### src/rtl/pdm_pkg.sv
package pdm_pkg;
  localparam int unsigned PDM_SW = 16;
  typedef logic [PDM_SW-1:0] pdm_val_t;
  localparam pdm_val_t PDM_FULL = '1;
  localparam pdm_val_t PDM_ZERO = '0;

  typedef struct packed {
    pdm_val_t err;
    pdm_val_t fb;
  } pdm_state_t;
endpackage

### src/rtl/pdm_slot.sv
module pdm_slot
  import pdm_pkg::*;
(
  input  pdm_val_t   sample_i,
  input  pdm_state_t st_i,
  output logic       bit_o,
  output pdm_state_t st_o
);
  // decision uses the present error; update uses the feedback held from the prior step
  always_comb begin
    bit_o     = (sample_i >= st_i.err);
    st_o.err  = st_i.err + st_i.fb - sample_i;
    st_o.fb   = bit_o ? PDM_FULL : PDM_ZERO;
  end
endmodule

### src/rtl/pdm_unroll.sv
module pdm_unroll
  import pdm_pkg::*;
#(
  parameter int unsigned WORD_W = 8
) (
  input  pdm_val_t          sample_i,
  input  pdm_state_t        st_i,
  output logic [WORD_W-1:0] word_o,
  output pdm_state_t        st_o
);
  localparam int unsigned NST = WORD_W + 1;

  pdm_state_t chain [NST];

  assign chain[0] = st_i;

  for (genvar s = 0; s < WORD_W; s++) begin : g_slot
    pdm_slot u_slot (
      .sample_i (sample_i),
      .st_i     (chain[s]),
      .bit_o    (word_o[s]),
      .st_o     (chain[s+1])
    );
  end

  assign st_o = chain[WORD_W];
endmodule

### src/rtl/pdm_state.sv
module pdm_state
  import pdm_pkg::*;
#(
  parameter int unsigned WORD_W = 8
) (
  input  logic              clk_i,
  input  logic              enable_i,
  input  logic              advance_i,
  input  logic [WORD_W-1:0] next_word_i,
  input  pdm_state_t        next_st_i,
  output logic [WORD_W-1:0] word_q,
  output logic              valid_q,
  output pdm_state_t        st_q
);
  always_ff @(posedge clk_i or negedge enable_i) begin
    if (!enable_i) begin
      word_q  <= '0;
      valid_q <= 1'b0;
      st_q    <= '{err: PDM_ZERO, fb: PDM_ZERO};
    end else if (advance_i) begin
      word_q  <= next_word_i;
      valid_q <= 1'b1;
      st_q    <= next_st_i;
    end
  end

  // carried feedback must reflect the latest bit of the held word
  p_fb_follows_last_bit_r2: assert property (@(posedge clk_i) disable iff (!enable_i)
    valid_q |-> (st_q.fb == (word_q[WORD_W-1] ? PDM_FULL : PDM_ZERO)));

  p_valid_sticks_r5: assert property (@(posedge clk_i) disable iff (!enable_i)
    valid_q |=> valid_q);

  p_state_holds_r6: assert property (@(posedge clk_i) disable iff (!enable_i)
    !advance_i |=> ($stable(st_q) && $stable(word_q)));
endmodule

### src/rtl/pdm_word_modulator.sv
module pdm_word_modulator
  import pdm_pkg::*;
#(
  parameter int unsigned WORD_W = 8
) (
  input  logic              clk_i,
  input  logic              enable_i,
  input  logic [15:0]       sample_i,
  input  logic              word_ready_i,
  output logic [WORD_W-1:0] word_o,
  output logic              word_valid_o
);
  pdm_state_t        st_cur;
  pdm_state_t        st_nxt;
  logic [WORD_W-1:0] word_nxt;
  logic              advance;

  assign advance = !word_valid_o || word_ready_i;

  pdm_unroll #(.WORD_W(WORD_W)) u_unroll (
    .sample_i (sample_i),
    .st_i     (st_cur),
    .word_o   (word_nxt),
    .st_o     (st_nxt)
  );

  pdm_state #(.WORD_W(WORD_W)) u_state (
    .clk_i       (clk_i),
    .enable_i    (enable_i),
    .advance_i   (advance),
    .next_word_i (word_nxt),
    .next_st_i   (st_nxt),
    .word_q      (word_o),
    .valid_q     (word_valid_o),
    .st_q        (st_cur)
  );

  p_full_scale_r7: assert property (@(posedge clk_i) disable iff (!enable_i)
    (advance && (sample_i == 16'hFFFF)) |=> (&word_o));

  p_stall_holds_r6: assert property (@(posedge clk_i) disable iff (!enable_i)
    (word_valid_o && !word_ready_i) |=> ($stable(word_o) && word_valid_o));

  p_first_valid_r5: assert property (@(posedge clk_i) disable iff (!enable_i)
    !word_valid_o |=> word_valid_o);
endmodule

### config.mk
export PLATFORM = sky130hd
export DESIGN_NAME = pdm_word_modulator
export DESIGN_NICKNAME = d
export VERILOG_FILES = /design/src/rtl/pdm_pkg.sv /design/src/rtl/pdm_slot.sv /design/src/rtl/pdm_unroll.sv /design/src/rtl/pdm_state.sv /design/src/rtl/pdm_word_modulator.sv
export SDC_FILE = /design/constraint.sdc
export NUM_CORES = 1
export LEC_CHECK = 0
export CAP_MARGIN = 20
export CORE_MARGIN = 1
export CORE_UTILIZATION = 50
export CTS_BUF_LIST = sky130_fd_sc_hd__clkbuf_8
export DETAILED_ROUTE_END_ITERATION = 8
export GPL_ROUTABILITY_DRIVEN = 0
export PLACE_DENSITY = 0.71
export SLEW_MARGIN = 10
export SYNTH_ARGS = -nofsm -noshare
export SYNTH_HDL_FRONTEND = slang
export SYNTH_SLANG_ARGS = --single-unit
### constraint.sdc
create_clock -name clk_i -period 19.5 [get_ports clk_i]
set_clock_uncertainty 0.1 [all_clocks]
set_input_delay 2.925 -clock clk_i [delete_from_list [all_inputs] [get_ports clk_i]]
set_output_delay 2.925 -clock clk_i [all_outputs]
set_load 0.01 [all_outputs]
==> results.yml <==
final_layout:
  synthToLayoutAreaGrowth_pct: 38.7
  fillers: 1684
  drive_above_1_share_pct: 32.4
  design_area_um2: 16600
  antenna_cells: 0
  fin_cells: 2172
  final_common_cell: "buf_4"
  final_cell_mix: "buf_4 (393), inv_1 (249), ha_1 (235), fa_1 (113), nor2_1 (79)"
  nets: 2249
run_status:
  outcome: "finished, final reports clean"
timing:
  max-slew-margin-rel_pct: 30.6
  maxSlewViolCount: 0
  fmaxAchievable_mhz: 52.5
  post-route-period-util_pct: 97.7
  finalSetupViolations: 0
  hold_viol_final: 0
  period_needed_ps: 19050
  tightest_slew_ps: 1040
  tns_ps: 0
  worst_slack_ps: 446
critical_path:
  crit_path_end_kind: "flop"
  rrSetupSlack_ps: 1850
  max_stage_delay_ps: 660
  slowest_stage: "or4b_2"
  cp-start-kind: "primary input"
  cp_max_fo: 4
  crit_required_ps: 19610
  r2r_cells: 82
  crit_start: "sample_i[1]"
  critPathKind: "primary input to flop"
  crit_arrival_ps: 19160
  cpMostUsedCell: "a21oi_2"
  r2r-end: "u_state.st_q[31]$_DFFE_PN0P_"
  r2r_start: "u_state.st_q[14]$_DFFE_PN0P_"
clock_network:
  cts_htree_levels: 1
  path_clk_slew_ps: 100
  cts_buffers: 3
  cts_sinks: 25
  cts_hold_buf: 0
  cts_tree: "done"
  clock_latency_ps: 290
  clockRootBuffer: "clkbuf_8"
  cts.path.max_buffers: 2
route:
  vias: 11900
  final_antenna_net_count: 0
  drtPass1Iterations: 5
  routed_via_density: 5.48
  drc: 0
  wl_mm: 37.5
  drt_iter0_drc: 578
  avgRoutedWirePerCell_um: 17.3
synthesis:
  syn_area_um2: 12000
  syn_nets: 1820
  synth_async_sr_flop_share_pct: 100
  synth_top_cell_by_area: "ha_1"
  synth_area_leaders: "ha_1 (27%), fa_1 (20%), inv_1 (8.2%), dfrtp_1 (5.2%), xnor2_1 (5.0%)"
  syn_inst: 1425
  ys_warn_count: 0
  synth_cell_type_count: 66
  synth_edf_count: 0
  synth-seq-cells: 25
  yosysSeqAreaShare_pct: 5.22
  synthFlopType: "dfrtp_1"
  synth_top_area_share_pct: 26.7
  syn_avg_cell_area_um2: 8.41
placed_design:
  placed_area_um2: 15400
  post-place-ws_ps: -1790
  dpl.cell_count: 2125
  portBuffers: 27
  dp_hpwl_mm: 29.6
floorplan:
  std_cell_rows: 56
  core_region_area_um2: 23500
  start_util_pct: 51.1
  dieArea_um2: 24600
  die_height_um: 157
  io_pins: 28
  die_x_um: 157
global_route:
  grt_pass1_wl_mm: 57.5
  grt_overflow: 0
  grt_pass1_vias: 11800
  antenna_found_initial: 0
  track_usage_pct: 30.0
  grt_max_degree: 40
hold_path:
  hp-class: "flop to flop"
  min_path_cells: 2
  worstHoldEndpoint: "u_state.st_q[23]$_DFFE_PN0P_"
  hold_start: "u_state.st_q[23]$_DFFE_PN0P_"
run:
  drv_cap: 0
final cells by class:
class | count | area (um2) | share of cell area, %
Sequential cell | 25 | 626 | 3.76
Inverter | 261 | 987 | 5.94
Multi-Input combinational cell | 1132 | 11200 | 67.4
Tap cell | 319 | 399 | 2.40
Clock inverter | 1 | 7.51 | 0.0452
Timing Repair Buffer | 431 | 3360 | 20.2
Clock buffer | 3 | 41.3 | 0.248
stage by stage:
step / util (%) / hold WS, ps
after floorplan: - / 349
after global placement: 65.8 / 368
after detailed placement: 65.8 / 378
after CTS: 67.3 / 404
after global routing: 70.8 / 436
final: 70.8 / 400
synthesized netlist by cell type, types with 5 or more instances:
library cell	number
a211oi_1	14
a31oi_1	8
o21ai_0	88
dfrtp_1	25
ha_1	256
nor4_1	5
a21o_1	45
o2111ai_1	5
o21a_1	10
xor2_1	43
a21oi_1	104
a2111oi_0	7
nand3_1	14
xnor2_1	68
o21bai_1	14
o211ai_1	6
nand2b_1	29
and3_1	6
nor2b_1	16
or2_2	16
fa_1	120
nand4_1	10
clkbuf_1	5
nor3_1	12
o31ai_1	6
nand2_1	71
inv_1	261
a211o_1	5
nor2_1	84
a21boi_0	15
sequential cells by signal, summed over array words and instances (netlist names):
signal,count
u_state.st_q,17
u_state.valid_q,1
u_state.word_q,7
cells by family after synthesis:
kind of cell | synth area share (%)
fa+ha+maj | 46.8
compound gates | 19.3
flops | 5.22
simple gates | 11.0
other cells | 0.0313
buf+inv | 8.49
mux | 0.428
xor+xnor | 8.72
routing by layer:
metal	global-route usage [%]	wire length (um)	up-vias
met3	2.82	1940	118
li1	-	-	5710
met4	11.8	1860	0
met5	0	0	-
met1	37.9	15500	5737
met2	52.4	18100	334
critical path, delay by kind of cell:
family	cells	cell delay, ps
buf+inv	11	1220
compound gates	43	7150
fa+ha+maj	13	4450
xor+xnor	2	290
simple gates	11	2510
mux	2	570
how the worst max path moves through the flow:
stage / end / slack (ps) / cells after the start
5_1_grt: u_state.st_q[31]$_DFFE_PN0P_ / -230 / 84
2_1_floorplan: u_state.st_q[31]$_DFFE_PN0P_ / 9 / 83
4_1_cts: u_state.st_q[31]$_DFFE_PN0P_ / 7 / 82
6_report: u_state.st_q[31]$_DFFE_PN0P_ / 450 / 82
3_5_place_dp: u_state.st_q[31]$_DFFE_PN0P_ / -1790 / 84
3_3_place_gp: u_state.st_q[31]$_DFFE_PN0P_ / -1300 / 85
what timing repair did:
item | 4_1_cts | 5_1_grt
endpoints found under the setup margin | 13 | 13
pin swaps | 55 | 153
gates resized for setup | 77 | 161
buffers inserted | 14 | 29
Power is left out: the tool's default activity adds up to more than one toggle a clock period on the data nets, which glitch-free logic cannot reach.
